===== src/rtl/s2m_pkg.sv =====
package s2m_pkg;
  localparam int LEN_W   = 23;
  localparam int WORD_W  = 32;
  // descriptor byte offsets (memory layout seen by software)
  localparam int OFF_NXT = 0;
  localparam int OFF_BUF = 4;
  localparam int OFF_CTL = 8;
  localparam int OFF_STS = 12;
  localparam int OFF_APP = 16;
  // status bit positions
  localparam int STS_CMPL = 31;
  localparam int STS_SOF  = 27;
  localparam int STS_EOF  = 26;

  typedef enum logic [2:0] {
    ST_WAIT, ST_FETCH, ST_XFER, ST_WB_APP, ST_WB_STS, ST_GAP, ST_HALT
  } state_t;

  function automatic logic [WORD_W-1:0] make_status(input logic sof, input logic eof,
                                                    input logic [LEN_W-1:0] nbytes);
    logic [WORD_W-1:0] w;
    w = '0;
    w[LEN_W-1:0] = nbytes;
    w[STS_EOF]   = eof;
    w[STS_SOF]   = sof;
    w[STS_CMPL]  = 1'b1;
    return w;
  endfunction
endpackage


===== src/rtl/s2m_ctl_latch.sv =====
module s2m_ctl_latch
  import s2m_pkg::*;
#(
  parameter int APP_WORDS = 5
) (
  input  logic                                clk,
  input  logic                                rst,
  input  logic [WORD_W-1:0]                   c_data_i,
  input  logic                                c_valid_i,
  input  logic                                c_last_i,
  output logic [APP_WORDS-1:0][WORD_W-1:0]    app_o,
  output logic                                err_o
);
  localparam int CW = $clog2(APP_WORDS + 1);

  logic [CW-1:0]                     cnt_q;
  logic [APP_WORDS-2:0][WORD_W-1:0]  stage_q;

  always_ff @(posedge clk) begin
    if (rst) begin
      cnt_q   <= '0;
      stage_q <= '0;
      app_o   <= '0;
      err_o   <= 1'b0;
    end else begin
      err_o <= 1'b0;
      if (c_valid_i) begin
        if (c_last_i) begin
          cnt_q <= '0;
          if (cnt_q == CW'(APP_WORDS - 1)) app_o <= {c_data_i, stage_q};
          else                             err_o <= 1'b1;
        end else begin
          if (cnt_q < CW'(APP_WORDS - 1)) stage_q[cnt_q] <= c_data_i;
          if (cnt_q != CW'(APP_WORDS))    cnt_q <= cnt_q + CW'(1);
        end
      end
    end
  end

  // a rejected message must not disturb the words held for the frame
  p_err_keeps_app_r6: assert property (@(posedge clk) disable iff (rst)
    err_o |-> app_o == $past(app_o));
endmodule


===== src/rtl/s2m_core.sv =====
module s2m_core
  import s2m_pkg::*;
#(
  parameter int AW        = 32,
  parameter int DW        = 32,
  parameter int APP_WORDS = 5
) (
  input  logic                              clk,
  input  logic                              rst,
  input  logic                              run_i,
  input  logic                              idle_i,
  input  logic [AW-1:0]                     cur_ptr_i,
  input  logic [AW-1:0]                     tail_ptr_i,
  input  logic [DW-1:0]                     s_data_i,
  input  logic                              s_valid_i,
  input  logic                              s_last_i,
  output logic                              s_ready_o,
  input  logic [APP_WORDS-1:0][WORD_W-1:0]  app_i,
  output logic                              mem_rd_en_o,
  output logic [AW-1:0]                     mem_rd_addr_o,
  input  logic [WORD_W-1:0]                 mem_rd_data_i,
  output logic                              mem_wr_en_o,
  output logic [AW-1:0]                     mem_wr_addr_o,
  output logic [DW-1:0]                     mem_wr_data_o,
  output logic                              ptr_upd_o,
  output logic [AW-1:0]                     ptr_next_o,
  output logic                              idle_set_o,
  output logic                              halt_o,
  output logic                              cmpl_o
);
  localparam int BPB  = DW / 8;
  localparam int BSH  = $clog2(BPB);
  localparam int WI_W = (APP_WORDS > 1) ? $clog2(APP_WORDS) : 1;

  state_t            st;
  logic [AW-1:0]     desc_q, nxt_q, buf_q;
  logic [LEN_W-1:0]  cap_q, cnt_q;
  logic [2:0]        fidx;
  logic [WI_W-1:0]   widx;
  logic              sof_q, eof_q;
  logic              accept;

  assign s_ready_o = (st == ST_XFER) && run_i && !idle_i;
  assign accept    = s_valid_i && s_ready_o;

  always_ff @(posedge clk) begin
    if (rst) begin
      st            <= ST_WAIT;
      desc_q        <= '0;
      nxt_q         <= '0;
      buf_q         <= '0;
      cap_q         <= '0;
      cnt_q         <= '0;
      fidx          <= '0;
      widx          <= '0;
      sof_q         <= 1'b1;
      eof_q         <= 1'b0;
      mem_rd_en_o   <= 1'b0;
      mem_rd_addr_o <= '0;
      mem_wr_en_o   <= 1'b0;
      mem_wr_addr_o <= '0;
      mem_wr_data_o <= '0;
      ptr_upd_o     <= 1'b0;
      ptr_next_o    <= '0;
      idle_set_o    <= 1'b0;
      halt_o        <= 1'b0;
      cmpl_o        <= 1'b0;
    end else begin
      mem_rd_en_o <= 1'b0;
      mem_wr_en_o <= 1'b0;
      ptr_upd_o   <= 1'b0;
      idle_set_o  <= 1'b0;
      halt_o      <= 1'b0;
      cmpl_o      <= 1'b0;
      unique case (st)
        ST_WAIT: begin
          if (run_i && !idle_i) begin
            desc_q        <= cur_ptr_i;
            mem_rd_en_o   <= 1'b1;
            mem_rd_addr_o <= cur_ptr_i + AW'(OFF_NXT);
            fidx          <= '0;
            st            <= ST_FETCH;
          end
        end
        ST_FETCH: begin
          // read words return one cycle after each request
          fidx <= fidx + 3'd1;
          case (fidx)
            3'd0: begin
              mem_rd_en_o   <= 1'b1;
              mem_rd_addr_o <= desc_q + AW'(OFF_BUF);
            end
            3'd1: begin
              nxt_q         <= mem_rd_data_i[AW-1:0];
              mem_rd_en_o   <= 1'b1;
              mem_rd_addr_o <= desc_q + AW'(OFF_CTL);
            end
            3'd2: begin
              buf_q         <= mem_rd_data_i[AW-1:0];
              mem_rd_en_o   <= 1'b1;
              mem_rd_addr_o <= desc_q + AW'(OFF_STS);
            end
            3'd3: cap_q <= mem_rd_data_i[LEN_W-1:0] >> BSH;
            default: begin
              if (mem_rd_data_i[STS_CMPL]) begin
                halt_o <= 1'b1;
                st     <= ST_HALT;
              end else begin
                cnt_q <= '0;
                eof_q <= 1'b0;
                st    <= (cap_q == '0) ? ST_WB_STS : ST_XFER;
              end
            end
          endcase
        end
        ST_XFER: begin
          if (accept) begin
            mem_wr_en_o   <= 1'b1;
            mem_wr_addr_o <= buf_q + (AW'(cnt_q) << BSH);
            mem_wr_data_o <= s_data_i;
            cnt_q         <= cnt_q + LEN_W'(1);
            if (s_last_i) begin
              eof_q <= 1'b1;
              widx  <= '0;
              st    <= ST_WB_APP;
            end else if (cnt_q + LEN_W'(1) == cap_q) begin
              st <= ST_WB_STS;
            end
          end
        end
        ST_WB_APP: begin
          mem_wr_en_o   <= 1'b1;
          mem_wr_addr_o <= desc_q + AW'(OFF_APP) + (AW'(widx) << 2);
          mem_wr_data_o <= DW'(app_i[widx]);
          widx          <= widx + WI_W'(1);
          if (widx == WI_W'(APP_WORDS - 1)) st <= ST_WB_STS;
        end
        ST_WB_STS: begin
          mem_wr_en_o   <= 1'b1;
          mem_wr_addr_o <= desc_q + AW'(OFF_STS);
          mem_wr_data_o <= DW'(make_status(sof_q, eof_q, cnt_q << BSH));
          cmpl_o        <= eof_q;
          ptr_upd_o     <= 1'b1;
          ptr_next_o    <= nxt_q;
          idle_set_o    <= (desc_q == tail_ptr_i);
          sof_q         <= eof_q;
          st            <= ST_GAP;
        end
        ST_GAP:  st <= ST_WAIT;   // lets the register block apply the strobes
        ST_HALT: if (!run_i) st <= ST_WAIT;
        default: st <= ST_WAIT;
      endcase
    end
  end

  p_cap_bound_r4: assert property (@(posedge clk) disable iff (rst)
    (st == ST_XFER) |-> cnt_q < cap_q);
  p_halt_quiet_r5: assert property (@(posedge clk) disable iff (rst)
    halt_o |-> !mem_wr_en_o && !ptr_upd_o);
  p_halt_no_write_r5: assert property (@(posedge clk) disable iff (rst)
    (st == ST_HALT) |=> !mem_wr_en_o);
  p_eof_status_r7: assert property (@(posedge clk) disable iff (rst)
    cmpl_o |-> mem_wr_en_o && mem_wr_data_o[STS_EOF]);
  p_wb_done_r9: assert property (@(posedge clk) disable iff (rst)
    ptr_upd_o |-> mem_wr_en_o && mem_wr_data_o[STS_CMPL]);
  p_beat_write_r10: assert property (@(posedge clk) disable iff (rst)
    accept |=> mem_wr_en_o && mem_wr_data_o == $past(s_data_i));
endmodule


===== src/rtl/s2m_sg_engine.sv =====
module s2m_sg_engine
  import s2m_pkg::*;
#(
  parameter int AW        = 32,
  parameter int DW        = 32,
  parameter int APP_WORDS = 5
) (
  input  logic              clk,
  input  logic              rst,
  input  logic              run_i,
  input  logic              idle_i,
  input  logic [AW-1:0]     cur_ptr_i,
  input  logic [AW-1:0]     tail_ptr_i,
  input  logic [DW-1:0]     s_data_i,
  input  logic              s_valid_i,
  input  logic              s_last_i,
  output logic              s_ready_o,
  input  logic [31:0]       c_data_i,
  input  logic              c_valid_i,
  input  logic              c_last_i,
  output logic              mem_rd_en_o,
  output logic [AW-1:0]     mem_rd_addr_o,
  input  logic [31:0]       mem_rd_data_i,
  output logic              mem_wr_en_o,
  output logic [AW-1:0]     mem_wr_addr_o,
  output logic [DW-1:0]     mem_wr_data_o,
  output logic              ptr_upd_o,
  output logic [AW-1:0]     ptr_next_o,
  output logic              idle_set_o,
  output logic              halt_o,
  output logic              cmpl_o,
  output logic              ctl_err_o
);
  logic [APP_WORDS-1:0][WORD_W-1:0] app_w;

  s2m_ctl_latch #(.APP_WORDS(APP_WORDS)) u_ctl (
    .clk(clk), .rst(rst),
    .c_data_i(c_data_i), .c_valid_i(c_valid_i), .c_last_i(c_last_i),
    .app_o(app_w), .err_o(ctl_err_o)
  );

  s2m_core #(.AW(AW), .DW(DW), .APP_WORDS(APP_WORDS)) u_core (
    .clk(clk), .rst(rst),
    .run_i(run_i), .idle_i(idle_i), .cur_ptr_i(cur_ptr_i), .tail_ptr_i(tail_ptr_i),
    .s_data_i(s_data_i), .s_valid_i(s_valid_i), .s_last_i(s_last_i), .s_ready_o(s_ready_o),
    .app_i(app_w),
    .mem_rd_en_o(mem_rd_en_o), .mem_rd_addr_o(mem_rd_addr_o), .mem_rd_data_i(mem_rd_data_i),
    .mem_wr_en_o(mem_wr_en_o), .mem_wr_addr_o(mem_wr_addr_o), .mem_wr_data_o(mem_wr_data_o),
    .ptr_upd_o(ptr_upd_o), .ptr_next_o(ptr_next_o), .idle_set_o(idle_set_o),
    .halt_o(halt_o), .cmpl_o(cmpl_o)
  );
endmodule


===== config.mk =====
export PLATFORM = sky130hd
export DESIGN_NAME = s2m_sg_engine
export DESIGN_NICKNAME = d
export VERILOG_FILES = /design/src/rtl/s2m_pkg.sv /design/src/rtl/s2m_ctl_latch.sv /design/src/rtl/s2m_core.sv /design/src/rtl/s2m_sg_engine.sv
export SDC_FILE = /design/constraint.sdc
export NUM_CORES = 2
export LEC_CHECK = 0
export CAP_MARGIN = 20
export CORE_UTILIZATION = 53
export CTS_BUF_LIST = sky130_fd_sc_hd__clkbuf_8
export DETAILED_ROUTE_END_ITERATION = 10
export PLACE_DENSITY = 0.76
export SETUP_SLACK_MARGIN = 0.15
export SLEW_MARGIN = 20
export SYNTH_ARGS = -nofsm -noshare
export SYNTH_HDL_FRONTEND = slang
export SYNTH_SLANG_ARGS = --single-unit

===== constraint.sdc =====
create_clock -name clk -period 9 [get_ports clk]
set_input_delay 1.8 -clock clk [delete_from_list [all_inputs] [get_ports clk]]
set_output_delay 1.8 -clock clk [all_outputs]
set_load 0.03 [all_outputs]

Word level (Yosys, flattened, before mapping)
Index checks and enable logic that the tools add are counted.
Storage, ports and cells
  bits in registers: 577
  word-level logic and storage cells: 151
  output and inout bits: 136
  bits of input ports: 168
Cells by class
  reductions and logical operators: 34
  eq/ne operators: 22
  $add $sub $neg: 10
  $lt $le $gt $ge: 4
  mux-type cells: 46
  bitwise gates (word level): 4
Operators by type and width (count)
  32-bit case mux with 3 select lines: 3
  32-bit two-way mux: 5
  128-bit bitwise mux: 1
  32-bit binary-select mux with 3-bit select: 1
  23-bit two-way mux: 3
  32-bit by 4-bit adder with 32-bit output (second input constant): 2
  32-bit demux with 2-bit select: 1
  32-bit case mux with 2 select lines: 1
  23-bit case mux with 2 select lines: 1
  3-bit two-way mux: 14
  32-bit by 25-bit adder with 32-bit output: 1
  32-bit by 3-bit adder with 32-bit output (second input constant): 1
  32-bit by 5-bit adder with 32-bit output: 1
  32-bit by 5-bit adder with 32-bit output (second input constant): 1
  32-bit equality test: 1
  23-bit by 1-bit adder with 23-bit output (second input constant): 1
  23-bit by 21-bit equality test with 1-bit output: 1
  23-bit logical NOT: 1
  3-bit case mux with 6 select lines: 1
  2-bit AND reduction: 7
  3-bit by 2-bit equality test with 1-bit output (second input constant): 4
  3-bit equality test (second input constant): 4
  3-bit case mux with 2 select lines: 2
  3-bit AND reduction: 4
  other kinds (24): 58

Logic depth before layout (Yosys ltp)
  word-level depth: 6
  mapped depth: 14

Cells and area by module
Synthesis repeated with hierarchy kept, for this count alone.
Unflattened totals
  cell total of the unflattened synthesis: 3583
  area, all modules: 27590.2 um2
By module, submodules not included
  s2m_core: times used 1, cells an instance 2291, area each 17342.9 um2, seq. area each 5705.5 um2
  s2m_ctl_latch: times used 1, cells an instance 1292, area each 10247.3 um2, seq. area each 5845.6 um2

Least setup slack after synthesis
Ideal clock, no wire load.
  path kind: in2out
  start: in idle_i
  end: out s_ready_o
  buffers on the path: 0
  path slack: 4666 ps
  stages: 3
  required time: 7200 ps
  data arrival time: 2534 ps
  cell sequence: nand2b_1 -> nor3_1 -> and2_1
On the way
  longest elaborated chain between the ends: 2
RTL lines
  start, declared: RTL line s2m_sg_engine.sv:11  | input logic idle_i,
  1-bit logical NOT: RTL line s2m_core.sv:43  | assign s_ready_o = (st == ST_XFER) && run_i && !idle_i;
  1-bit logical AND: RTL line s2m_core.sv:43
  end, declared: RTL line s2m_sg_engine.sv:17  | output logic s_ready_o,
Every way passes these cells.

Worst setup path in the final report
Ends and elaborated chain as after synthesis.

==> summary.md <==
| Metric | Value |
|---|---|
| Worst-Skew Late Latency | 0.71 ns |
| All-Layer GR Usage | 0.322 |
| Clk root buf | clkbuf_8 |
| Post-route minimum period | 5.80 ns |
| Pleak | 0.0109 uW |
| Number of buffers added for setup after CTS | 0 |
| # setup viols final | 0 |
| FF-to-FF setup slack | 4.89 ns |
| CP startpoint kind | primary input |
| Total Die Area | 0.0525 sq mm |
| Critical Path RT | 7.20 ns |
| DP HPWL | 57.8 mm |
| CTS resizes | 0 |
| Post-synthesis async set-or-reset flop share | 0 |
| Post-layout util | 0.642 |
| Yosys cell types | 86 |
| Synthesized area | 0.0273 sq mm |
| Final nets | 3943 |
| Fillers | 4596 |
| Antenna violations before repair | 2 |
| Worst hold path depth | 2 |
| Port Buf Inserts | 303 |
| CP peak stage delay | 0.73 ns |
| CP max stage cell | clkdlybuf4s50_1 |
| Num CTS Buffers | 93 |
| Most frequent cell after synthesis | nand2_1 |
| Worst Reg-to-Reg Cells | 13 |
| Maximum vdd ir drop | 124 uV |
| Max-slew violation count | 0 |
| Die Y | 229 um |
| Post-synth EDFFs | 0 |
| Fin worst setup slack | 3.20 ns |
| RR Startpoint | u_core.widx[0]$_SDFFE_PP0P_ |
| Area delta synth->final | 18.4% |
| Syn. warnings | 0 |
| Share of layout cells above drive strength 1 | 0.0683 |
| Synth area leaders | dfxtp_1 (42%), nand2_1 (14%), a21oi_1 (10%) |
| CP delay by family, top | buffers and inverters |
| Cell taking the most area after synthesis | dfxtp_1 |
| # rows | 82 |
| Overall die width | 229 um |
| Post-Syn Nets | 3791 |
| Hold EP | u_core.ptr_next_o[0]$_SDFFE_PP0P_ |
| Worst Path Arrival | 4.00 ns |
| Total Wirelength | 87.8 mm |
| Max_slew headroom | 0.280 |
| H-tree levels | 3 |
| Total power per unit cell area | 203 mW/mm^2 |
| Num ports | 304 |
| Register area | 0.0116 sq mm |
| Sink Count | 577 |
| # diodes | 0 |
| Initial core utilization | 0.542 |
| DRT iter0 DRCs | 2972 |
| Crit path max fanout | 4 |
| Critical path class | in2out |
| First-pass GRT wire length | 135 mm |
| Final Hold Viols | 0 |
| Design area | 0.0324 sq mm |
| Maxcap violations | 0 |
| Number of global-route vias before repair | 24200 |
| Crit share post-route | 0.644 |
| Top FF cell, synth | dfxtp_1 |
| Hold Startpoint | u_core.nxt_q[0]$_SDFFE_PP0P_ |
| Crit. End Element | primary output |
| DR pass1 iterations | 6 |
| CP dominant cell by count | clkdlybuf4s50_1 |
| Avg Vias per Cell | 5.94 |
| Area of the multi-input gates | 0.0146 sq mm |
| Final clock skew | 0.0422 ns |
| CTS clk-pin slew, worst paths | 0.06 ns |
| Vias | 26500 |
| Pre-CTS WS | 3.22 ns |
| WL per Instance | 19.7 um |
| Worst-margin pin slew | 1.08 ns |
| Pin count of the biggest net entering global routing | 159 |
| Most frequent cells after synthesis | nand2_1 (1010), dfxtp_1 (577), a21oi_1 (573) |
| Hold bufs inserted after CTS | 0 |
| GRT overflow | 0 |
| CTS tree | built |
| Power, Total | 6560 uW |
| Worst r2r dst | u_core.mem_wr_addr_o[31]$_SDFFE_PP0P_ |
| ANT nets after route | 0 |
| CP Buf/Inv Count | 2 |
| Sequential element share of the synthesized area | 0.422 |
| Top cell type's share of synthesized area | 0.422 |
| Worst Hold Class | reg2reg |
| Status | finished clean |
| Post-DP Area | 0.0305 sq mm |
| Worst path cell trace | clkdlybuf4s50_1 > nand2b_1 > nor3_1 > and2_1 > clkdlybuf4s50_1 |
| Cells after synthesis | 3575 |
| RSZ-0062 raised after global routing | no |
| Syn Area/Cell | 7.65 sq um |
| Drt drc | 0 |
| Largest buffer count on any clock path | 3 |
| #FFs+latches synth | 577 |
| Core Area | 0.0505 sq mm |
| Max Fclk | 173 MHz |
| Setup TNS | 0 ns |
| GPL Wtd Cong | 1.03 |
==> worst min-delay path, stage by stage, from the launching register on <==
cell     delay [ns]
dfxtp_1        0.31
nand2_1        0.05
a21oi_1        0.05
==> layout by cell type, fill, tap and decap left out, drive strengths merged, types with 12 or more instances in the layout <==
cell	instances
a22oi	47
mux4	32
clkdlybuf4s50	302
ha	46
nor3	71
nor4	25
a21oi	575
a31oi	16
a21o	13
inv	59
nand3	44
or3	12
nand2	1011
o221ai	16
nand2b	14
buf	41
xnor2	68
nor2	195
a211oi	37
o21a	14
and2	13
o22ai	19
clkbuf	117
o211ai	27
nand4	26
xor2	56
dfxtp	577
and3	15
o21ai	147
a221oi	37
==> area by class of cell <==
class / count / share of cell area
tap: 672 / 0.0260
sequential: 577 / 0.357
clock buffer: 117 / 0.0497
multi-input combinational: 2683 / 0.452
clock inverter: 43 / 0.00893
inverter: 29 / 0.00336
timing repair buffer: 343 / 0.103
==> per-stage QoR <==
| step | hold WS, ns | instances |
|---|---|---|
| final | 0.435 | 4464 |
| after floorplan | 0.432 | 3575 |
| after detailed placement | 0.441 | 4304 |
| after global routing | 0.459 | 4464 |
| after global placement | 0.437 | 4304 |
| after CTS | 0.436 | 4464 |
==> power breakdown <==
part | total, uW | switching, uW | internal (uW)
clock | 2320 | 1070 | 1250
sequential | 2880 | 175 | 2710
combinational | 1350 | 862 | 492
total | 6560 | 2110 | 4450
==> layer usage <==
metal | track usage | vias up | wire (um)
met5 | 0 | - | 18
met4 | 0.124 | 4 | 2620
met3 | 0.0629 | 193 | 7940
met2 | 0.519 | 1182 | 41000
met1 | 0.426 | 12500 | 36200
li1 | - | 12700 | -
==> state kept, by name (all words and copies together) (netlist names), 3 cells and up <==
name / flops
u_core.fidx: 3
u_core.nxt_q: 32
u_ctl.stage_q: 128
u_core.st: 3
u_core.mem_wr_data_o: 32
u_core.ptr_next_o: 32
u_core.buf_q: 32
u_ctl.app_o: 160
u_core.mem_wr_addr_o: 32
u_core.mem_rd_addr_o: 32
u_core.cap_q: 21
u_core.widx: 3
u_core.desc_q: 32
u_core.cnt_q: 23
u_ctl.cnt_q: 3
==> worst max path at each step <==
stage	depth (start not counted)	startpoint	slack [ns]	endpoint
floorplan	3	idle_i	4.67	s_ready_o
global placement	5	idle_i	3.24	s_ready_o
detailed placement	5	idle_i	3.22	s_ready_o
CTS	5	idle_i	3.21	s_ready_o
global route	5	idle_i	3.17	s_ready_o
finish	5	idle_i	3.20	s_ready_o
==> kinds of logic after synthesis <==
| family | count (synthesis) | share of synthesized area |
|---|---|---|
| adders and majority gates | 48 | 0.0225 |
| and+or+nand+nor | 1469 | 0.227 |
| AOI/OAI and AO/OA | 1005 | 0.215 |
| xor gates and xnor gates | 124 | 0.0397 |
| DFF | 577 | 0.422 |
| muxes | 37 | 0.0283 |
| buffers and inverters | 315 | 0.0451 |
Power figures use the tool's default switching activity.
